==> config.mk <==
export PLATFORM = sky130hd
export DESIGN_NAME = hz_pipe_ctrl
export DESIGN_NICKNAME = d
export VERILOG_FILES = /design/src/rtl/hz_pkg.sv /design/src/rtl/hz_regfile.sv /design/src/rtl/hz_hazard.sv /design/src/rtl/hz_pipe_ctrl.sv
export SDC_FILE = /design/constraint.sdc
export NUM_CORES = 2
export LEC_CHECK = 0
export BUFFER_PORTS_ARGS = -buffer_cell sky130_fd_sc_hd__buf_4
export CORE_UTILIZATION = 60
export CTS_CLUSTER_SIZE = 12
export DETAILED_ROUTE_END_ITERATION = 7
export PLACE_DENSITY = 0.75
export SETUP_SLACK_MARGIN = 0.05
export SLEW_MARGIN = 20
export SYNTH_ARGS = -nofsm -noshare
export SYNTH_HDL_FRONTEND = slang
export SYNTH_HIERARCHICAL = 1
export SYNTH_SLANG_ARGS = --single-unit
==> constraint.sdc <==
create_clock -name clk -period 3.6 [get_ports clk]
set_input_delay 0.18 -clock clk [delete_from_list [all_inputs] [get_ports clk]]
set_output_delay 0.18 -clock clk [all_outputs]
set_load 0.1 [all_outputs]
==> src/rtl/hz_pkg.sv <==
package hz_pkg;
    typedef enum logic [1:0] {
        OP_NOP  = 2'd0,
        OP_ADD  = 2'd1,
        OP_LOAD = 2'd2,
        OP_BLT  = 2'd3
    } op_e;
endpackage

==> src/rtl/hz_regfile.sv <==
module hz_regfile #(
    parameter int XLEN = 32,
    parameter int NREG = 16,
    localparam int RW = $clog2(NREG)
) (
    input  logic            clk,
    input  logic            rst_n,
    input  logic [RW-1:0]   ra_a,
    input  logic [RW-1:0]   ra_b,
    output logic [XLEN-1:0] rdat_a,
    output logic [XLEN-1:0] rdat_b,
    input  logic            we,
    input  logic [RW-1:0]   waddr,
    input  logic [XLEN-1:0] wdata,
    input  logic            set_en,
    input  logic [RW-1:0]   set_idx,
    input  logic            clr_en,
    input  logic [RW-1:0]   clr_idx,
    output logic [NREG-1:0] stale_o
);
    logic [XLEN-1:0] regs_d [NREG];
    logic [XLEN-1:0] regs_q [NREG];
    logic [NREG-1:0] stale_d, stale_q;

    always_comb begin
        for (int i = 0; i < NREG; i++) begin
            regs_d[i]  = regs_q[i];
            stale_d[i] = stale_q[i];
            if (we && waddr == RW'(i))
                regs_d[i] = wdata;
            if (clr_en && clr_idx == RW'(i))
                stale_d[i] = 1'b0;
            if (set_en && set_idx == RW'(i))
                stale_d[i] = 1'b1;
        end
        regs_d[0]  = '0;
        stale_d[0] = 1'b0;
    end

    always_ff @(posedge clk) begin
        if (!rst_n) begin
            for (int i = 0; i < NREG; i++)
                regs_q[i] <= '0;
            stale_q <= '0;
        end else begin
            regs_q  <= regs_d;
            stale_q <= stale_d;
        end
    end

    assign rdat_a  = regs_q[ra_a];
    assign rdat_b  = regs_q[ra_b];
    assign stale_o = stale_q;

    // an issued writer marks its destination
    p_set_marks_r3: assert property (@(posedge clk) disable iff (!rst_n)
        set_en |=> stale_q[$past(set_idx)]);

    // a permitted clear removes the mark unless re-set in the same cycle
    p_clear_unmarks_r3: assert property (@(posedge clk) disable iff (!rst_n)
        (clr_en && !(set_en && set_idx == clr_idx)) |=> !stale_q[$past(clr_idx)]);
endmodule

==> src/rtl/hz_hazard.sv <==
module hz_hazard #(
    parameter int NREG = 16,
    localparam int RW = $clog2(NREG)
) (
    input  logic [1:0]         use_i,
    input  logic [1:0][RW-1:0] rs_i,
    input  logic [NREG-1:0]    stale_i,
    input  logic               ex_wr_i,
    input  logic               ex_alu_i,
    input  logic [RW-1:0]      ex_rd_i,
    output logic [1:0]         fwd_o,
    output logic               stall_o
);
    logic [1:0] blk;

    for (genvar k = 0; k < 2; k++) begin : g_src
        logic need, hit;
        assign need     = use_i[k] && (rs_i[k] != '0) && stale_i[rs_i[k]];
        assign hit      = ex_wr_i && ex_alu_i && (ex_rd_i == rs_i[k]);
        assign fwd_o[k] = need && hit;
        assign blk[k]   = need && !hit;
    end

    assign stall_o = |blk;
endmodule

==> src/rtl/hz_pipe_ctrl.sv <==
module hz_pipe_ctrl #(
    parameter int XLEN = 32,
    parameter int NREG = 16,
    parameter int PC_W = 10,
    localparam int RW = $clog2(NREG),
    localparam int INSTR_W = 2 + 3 * RW + PC_W
) (
    input  logic               clk,
    input  logic               rst_n,
    input  logic [INSTR_W-1:0] instr_i,
    output logic [PC_W-1:0]    fetch_pc_o,
    output logic               wb_valid_o,
    output logic [RW-1:0]      wb_rd_o,
    output logic [XLEN-1:0]    wb_data_o,
    output logic               stall_o,
    output logic               flush_o
);
    import hz_pkg::*;

    typedef struct packed {
        logic            v;
        op_e             op;
        logic [RW-1:0]   rd;
        logic [RW-1:0]   rs1;
        logic [RW-1:0]   rs2;
        logic [PC_W-1:0] imm;
    } dec_t;

    typedef struct packed {
        logic            v;
        op_e             op;
        logic [RW-1:0]   rd;
        logic [XLEN-1:0] a;
        logic [XLEN-1:0] b;
        logic [PC_W-1:0] imm;
    } exe_t;

    typedef struct packed {
        logic            v;
        op_e             op;
        logic [RW-1:0]   rd;
        logic [XLEN-1:0] res;
        logic [PC_W-1:0] imm;
    } mem_t;

    typedef struct packed {
        logic            v;
        logic [RW-1:0]   rd;
        logic [XLEN-1:0] data;
    } wbk_t;

    typedef struct packed {
        logic [PC_W-1:0] pc;
        dec_t            ifid;
        exe_t            idex;
        mem_t            exmem;
        wbk_t            memwb;
    } state_t;

    state_t st_d, st_q;

    logic [XLEN-1:0] rf_a, rf_b, opa, opb, ex_sum;
    logic [NREG-1:0] stale;
    logic [1:0]      fwd;
    logic            hz_stall, ex_taken, ex_wr, mem_wr, id_wr;
    logic            use_a, use_b, set_en, clr_en;

    // decode-stage operand use and write intent
    assign use_a = st_q.ifid.v && (st_q.ifid.op == OP_ADD || st_q.ifid.op == OP_BLT);
    assign use_b = use_a;
    assign id_wr = st_q.ifid.v && (st_q.ifid.op == OP_ADD || st_q.ifid.op == OP_LOAD)
                   && st_q.ifid.rd != '0;

    // execute-stage result and branch outcome
    assign ex_sum   = st_q.idex.a + st_q.idex.b;
    assign ex_taken = st_q.idex.v && st_q.idex.op == OP_BLT && st_q.idex.a < st_q.idex.b;
    assign ex_wr    = st_q.idex.v && (st_q.idex.op == OP_ADD || st_q.idex.op == OP_LOAD)
                      && st_q.idex.rd != '0;
    assign mem_wr   = st_q.exmem.v && (st_q.exmem.op == OP_ADD || st_q.exmem.op == OP_LOAD)
                      && st_q.exmem.rd != '0;

    hz_hazard #(.NREG(NREG)) u_hazard (
        .use_i   ({use_b, use_a}),
        .rs_i    ({st_q.ifid.rs2, st_q.ifid.rs1}),
        .stale_i (stale),
        .ex_wr_i (ex_wr),
        .ex_alu_i(st_q.idex.op == OP_ADD),
        .ex_rd_i (st_q.idex.rd),
        .fwd_o   (fwd),
        .stall_o (hz_stall)
    );

    assign flush_o = ex_taken;
    assign stall_o = hz_stall && !ex_taken;

    assign set_en = id_wr && !stall_o && !flush_o;
    assign clr_en = st_q.memwb.v && st_q.memwb.rd != '0
                    && !(ex_wr && st_q.idex.rd == st_q.memwb.rd)
                    && !(mem_wr && st_q.exmem.rd == st_q.memwb.rd);

    hz_regfile #(.XLEN(XLEN), .NREG(NREG)) u_rf (
        .clk    (clk),
        .rst_n  (rst_n),
        .ra_a   (st_q.ifid.rs1),
        .ra_b   (st_q.ifid.rs2),
        .rdat_a (rf_a),
        .rdat_b (rf_b),
        .we     (st_q.memwb.v),
        .waddr  (st_q.memwb.rd),
        .wdata  (st_q.memwb.data),
        .set_en (set_en),
        .set_idx(st_q.ifid.rd),
        .clr_en (clr_en),
        .clr_idx(st_q.memwb.rd),
        .stale_o(stale)
    );

    assign opa = fwd[0] ? ex_sum : rf_a;
    assign opb = fwd[1] ? ex_sum : rf_b;

    always_comb begin
        st_d = st_q;

        // fetch
        if (flush_o) begin
            st_d.pc     = st_q.idex.imm;
            st_d.ifid.v = 1'b0;
        end else if (!stall_o) begin
            st_d.pc        = st_q.pc + 1'b1;
            st_d.ifid.v    = 1'b1;
            st_d.ifid.op   = op_e'(instr_i[INSTR_W-1 -: 2]);
            st_d.ifid.rd   = instr_i[INSTR_W-3 -: RW];
            st_d.ifid.rs1  = instr_i[INSTR_W-3-RW -: RW];
            st_d.ifid.rs2  = instr_i[INSTR_W-3-2*RW -: RW];
            st_d.ifid.imm  = instr_i[PC_W-1:0];
        end

        // decode -> execute
        if (flush_o || stall_o) begin
            st_d.idex.v = 1'b0;
        end else begin
            st_d.idex.v   = st_q.ifid.v;
            st_d.idex.op  = st_q.ifid.op;
            st_d.idex.rd  = st_q.ifid.rd;
            st_d.idex.a   = opa;
            st_d.idex.b   = opb;
            st_d.idex.imm = st_q.ifid.imm;
        end

        // execute -> memory
        st_d.exmem.v   = st_q.idex.v;
        st_d.exmem.op  = st_q.idex.op;
        st_d.exmem.rd  = st_q.idex.rd;
        st_d.exmem.res = ex_sum;
        st_d.exmem.imm = st_q.idex.imm;

        // memory -> writeback
        st_d.memwb.v    = st_q.exmem.v
                          && (st_q.exmem.op == OP_ADD || st_q.exmem.op == OP_LOAD);
        st_d.memwb.rd   = st_q.exmem.rd;
        st_d.memwb.data = (st_q.exmem.op == OP_LOAD) ? XLEN'(st_q.exmem.imm)
                                                     : st_q.exmem.res;
    end

    always_ff @(posedge clk) begin
        if (!rst_n)
            st_q <= '0;
        else
            st_q <= st_d;
    end

    assign fetch_pc_o = st_q.pc;
    assign wb_valid_o = st_q.memwb.v;
    assign wb_rd_o    = st_q.memwb.rd;
    assign wb_data_o  = st_q.memwb.data;

    // a stall keeps the fetch address
    p_stall_holds_pc_r5: assert property (@(posedge clk) disable iff (!rst_n)
        stall_o |=> $stable(fetch_pc_o));

    // a stall sends a bubble into execute
    p_stall_bubble_r5: assert property (@(posedge clk) disable iff (!rst_n)
        stall_o |=> !st_q.idex.v);

    // a taken branch redirects fetch and empties the two younger slots
    p_flush_redirect_r6: assert property (@(posedge clk) disable iff (!rst_n)
        flush_o |=> (fetch_pc_o == $past(st_q.idex.imm)) && !st_q.ifid.v && !st_q.idex.v);

    // without stall or flush, fetch advances by one
    p_seq_fetch_r7: assert property (@(posedge clk) disable iff (!rst_n)
        (!flush_o && !stall_o) |=> fetch_pc_o == PC_W'($past(fetch_pc_o) + 1'b1));

    // an issuing reader of a stale nonzero source must use the bypass
    p_stale_needs_fwd_r4: assert property (@(posedge clk) disable iff (!rst_n)
        (use_a && st_q.ifid.rs1 != '0 && stale[st_q.ifid.rs1] && !stall_o && !flush_o)
        |-> fwd[0]);
endmodule

==> flow_results.org <==
** Setup path
- Required time reported for the critical path endpoint :: 3420 ps
- Crit Reg-Reg Startpoint :: st_q[114]
- Register-to-register path setup slack :: 280 ps
- STA classifies the critical path startpoint as a flip-flop.
- The endpoint identified for the worst register-to-register timing path is u_rf/stale_o[12].
- STA puts the critical path data arrival time at 3180 ps.
- Capturing element type of the critical path :: output port
- Max FO, Critical Path :: 12
- Worst Reg2Reg Path Length in Cells :: 13
- The critical path is of the flip-flop to output port type.

** Timing
- Count of final setup violators :: 0
- For the final database, setup skew stands at 15.94 ps.
- Derived from the worst setup path, the maximum achievable clock frequency is 297.4 MHz.
- After layout, the minimum clock period comes to 3362 ps.
- Transition time at the pin with the least slew margin :: 1065 ps
- Rel. slew slack :: 0.2902
- Of the available clock period, the critical path in the final layout requires 0.9339.
- Final Max Tran Viols :: 0
- Setup total negative slack on the finished layout was measured at 0 ps.
- Unrepaired setup endpoints after global routing :: no
- The number of hold violations in the final report is 0.

** Synthesis
- After synthesis the cells add up to 0.03697 mm².
- A synthesized cell averages 8.742 µm².
- After technology mapping, the gate count stands at 4229.
- Number of warning messages in the yosys log :: 6
- The number of nets in the synthesized netlist is 4325.

** Route
- DRC errors left :: 0
- The first detailed-routing pass ran for 8 iterations.
- Vias per cell :: 6.529
- Across all layers, the routed design uses 32390 vias.
- Iter 0 DRT Violations :: 4123
- Detail Route Antenna Nets :: 0
- Summed over all layers, the routed wires come to 123100 µm.
- In the final routed layout, each cell accounts on average for 24.82 µm.

** Cells and area
- Ant diodes :: 0
- Nets@finish :: 4221
- Area growth from synthesis to layout :: 10.01%
- Measured on the finished design, the core utilization comes to 0.6713.
- Fill cells in the final layout number 4837.
- In the final layout, the share of cells above drive strength 1 is 0.1426.

** Run
- Across the run, the number of max-cap violations was 0.

** GRT
- Initial antenna violation count :: 6
- In the global route stage, overall resource usage came out at 0.3844.
- The first global-routing pass estimated 184500 µm of wire.
- Number of global-route vias before repair :: 30430
- Maximum number of pins on one net before global-route repair :: 287
- Final global-route overflow total :: 0

** Floorplanning
- Die ar. :: 0.06262 mm²
- Chip Width :: 250.2 µm
- After floorplanning, the core was divided into 90 placement rows.
- 75 I/O pins were placed.
- The region available for standard cell placement spans 0.06058 mm².
- The floorplan step set the die height to 250.2 µm.
- Starting utilization of the core area :: 0.6102

** CTS
- Number of H-tree levels :: 3
- Maximum buffer depth of the clock tree :: 3
- Worst-skew pair later-pin latency :: 620 ps
- The root buffer cell chosen for the clock tree is sky130_fd_sc_hd__clkbuf_16.
- Clock transition at the registers of the reported paths :: 60 ps
- Sinks on Clock Net :: 697
- TritonCTS created 76 clock buffers.
- Clock tree from TritonCTS :: done
- Setup bufs post-CTS :: 0

** Run status
- Outcome :: completed

** Place
- Port buffer count :: 74
- Once detailed placement completed, the half-perimeter wirelength came to 74630 µm.
- At the end of routability-driven placement, the weighted congestion stood at 0.9665.

** Pwr
- Sequential Power Share :: 0.449
- The share of total power dissipated in the clock network is 0.418.
- The internal power of the cells totals 13.16 mW.
- Share of total power consumed by net switching :: 0.2799
- Power spent charging and discharging nets :: 5.115 mW
- Power Dens Cells :: 449.2 mW/mm²
- The share of total power dissipated in combinational logic is 0.133.
- IR analysis of the VDD net gives a maximum drop of 0.3030 mV.
- Final Total Pwr :: 18.27 mW
- In this run the static leakage power is 14.03 nW.

** Hold path
- The path class of the tightest hold or removal check is primary input to flip-flop.
- The worst hold path begins at rst_n.
- Hold-critical path endpoint :: st_q[191]
- Counting instances, the worst hold path has a depth of 3.
registers in the layout, indices dropped and copies added (netlist names):
name,flops
st_d,21
wb_data_o,32
wb_valid_o,1
u_rf/stale_o,15
st_q,134
fetch_pc_o,10
u_rf/regs_q,480
wb_rd_o,4
routing by layer:
layer | routed length (µm) | GRT usage | vias up
li1 | - | - | 14510
met1 | 47670 | 0.4951 | 15410
met2 | 53890 | 0.5895 | 1977
met3 | 14750 | 0.1069 | 494
met4 | 6812 | 0.1968 | 4
met5 | 24 | 0 | -
stage by stage:
stage,cells,instance area (µm²),hold WS [ps],setup slack [ps]
2_1_floorplan,4229,36970,316.0,76.32
3_3_place_gp,4805,38020,408.5,143.0
3_5_place_dp,4805,38020,409.7,118.7
4_1_cts,4961,40650,96.31,95.25
5_1_grt,4961,40670,157.3,61.16
6_report,4961,40670,92.07,237.8
cells in the final DEF (no fill, tap or decap), types with 20 or more instances in the layout:
master	n
sky130_fd_sc_hd__a221oi_1	63
sky130_fd_sc_hd__buf_4	174
sky130_fd_sc_hd__mux2_2	90
sky130_fd_sc_hd__dfxtp_1	689
sky130_fd_sc_hd__and2_1	45
sky130_fd_sc_hd__dlygate4sd3_1	24
sky130_fd_sc_hd__a21oi_1	156
sky130_fd_sc_hd__nand4_1	20
sky130_fd_sc_hd__inv_1	65
sky130_fd_sc_hd__nor3_1	22
sky130_fd_sc_hd__a211oi_1	39
sky130_fd_sc_hd__nor2b_1	20
sky130_fd_sc_hd__o22ai_1	31
sky130_fd_sc_hd__nand2_1	1139
sky130_fd_sc_hd__nand3_1	39
sky130_fd_sc_hd__a221o_1	46
sky130_fd_sc_hd__clkbuf_1	22
sky130_fd_sc_hd__o21ai_0	43
sky130_fd_sc_hd__o211ai_1	35
sky130_fd_sc_hd__mux2i_1	194
sky130_fd_sc_hd__nor2_1	122
sky130_fd_sc_hd__xnor2_1	26
sky130_fd_sc_hd__buf_12	23
sky130_fd_sc_hd__ha_1	69
sky130_fd_sc_hd__a21boi_1	57
sky130_fd_sc_hd__mux4_2	132
sky130_fd_sc_hd__a21boi_0	438
sky130_fd_sc_hd__xor2_1	20
sky130_fd_sc_hd__clkbuf_16	78
what timing repair did:
item / 4_1_cts / 5_1_grt
hold buffers: 24 / 0
endpoints found under the hold margin: 24 / 0
endpoints found under the setup margin: 0 / 17
resized for setup: 0 / 3
worst max-delay path by stage:
stage                                   to  startpoint  slack (ps)  depth (start not counted)
after floorplan                    stall_o   st_q[109]          80                         11
after global placement    u_rf/stale_o[12]   st_q[121]         140                         13
after detailed placement  u_rf/stale_o[12]   st_q[121]         120                         13
after CTS                 u_rf/stale_o[12]   st_q[121]         100                         13
after global routing      u_rf/stale_o[13]   st_q[121]          60                         14
final                              stall_o   st_q[114]         240                         11
critical path: stages (launching register included):
cell                       delay (ps)
sky130_fd_sc_hd__dfxtp_1          350
sky130_fd_sc_hd__inv_1             50
sky130_fd_sc_hd__ha_1             500
sky130_fd_sc_hd__inv_1            160
sky130_fd_sc_hd__o21bai_1         170
sky130_fd_sc_hd__a21oi_1          140
sky130_fd_sc_hd__a211o_1          330
sky130_fd_sc_hd__a31o_2           280
sky130_fd_sc_hd__nand2_1          100
sky130_fd_sc_hd__inv_1             90
sky130_fd_sc_hd__nor2_2            90
sky130_fd_sc_hd__buf_4            290
layout make-up:
| class | instances | area [µm²] | area share |
|---|---|---|---|
| Clock inverter | 16 | 142.6 | 0.003507 |
| Tap cell | 782 | 978.4 | 0.02406 |
| Timing Repair Buffer | 222 | 2022 | 0.04972 |
| Multi-Input combinational cell | 3062 | 21040 | 0.5173 |
| Inverter | 66 | 250.2 | 0.006153 |
| Sequential cell | 697 | 13980 | 0.3438 |
| Clock buffer | 116 | 2255 | 0.05544 |
power groups by stage:
stage / clock [mW] / combinational, mW / sequential (mW)
floorplan: 0 / 1.76 / 8.18
global placement: 0 / 2.31 / 8.35
detailed placement: 0 / 2.31 / 8.36
CTS: 7.66 / 2.34 / 8.19
global route: 8.01 / 2.54 / 8.22
finish: 7.64 / 2.43 / 8.20
No activity file was read; power rests on OpenSTA's default activity.
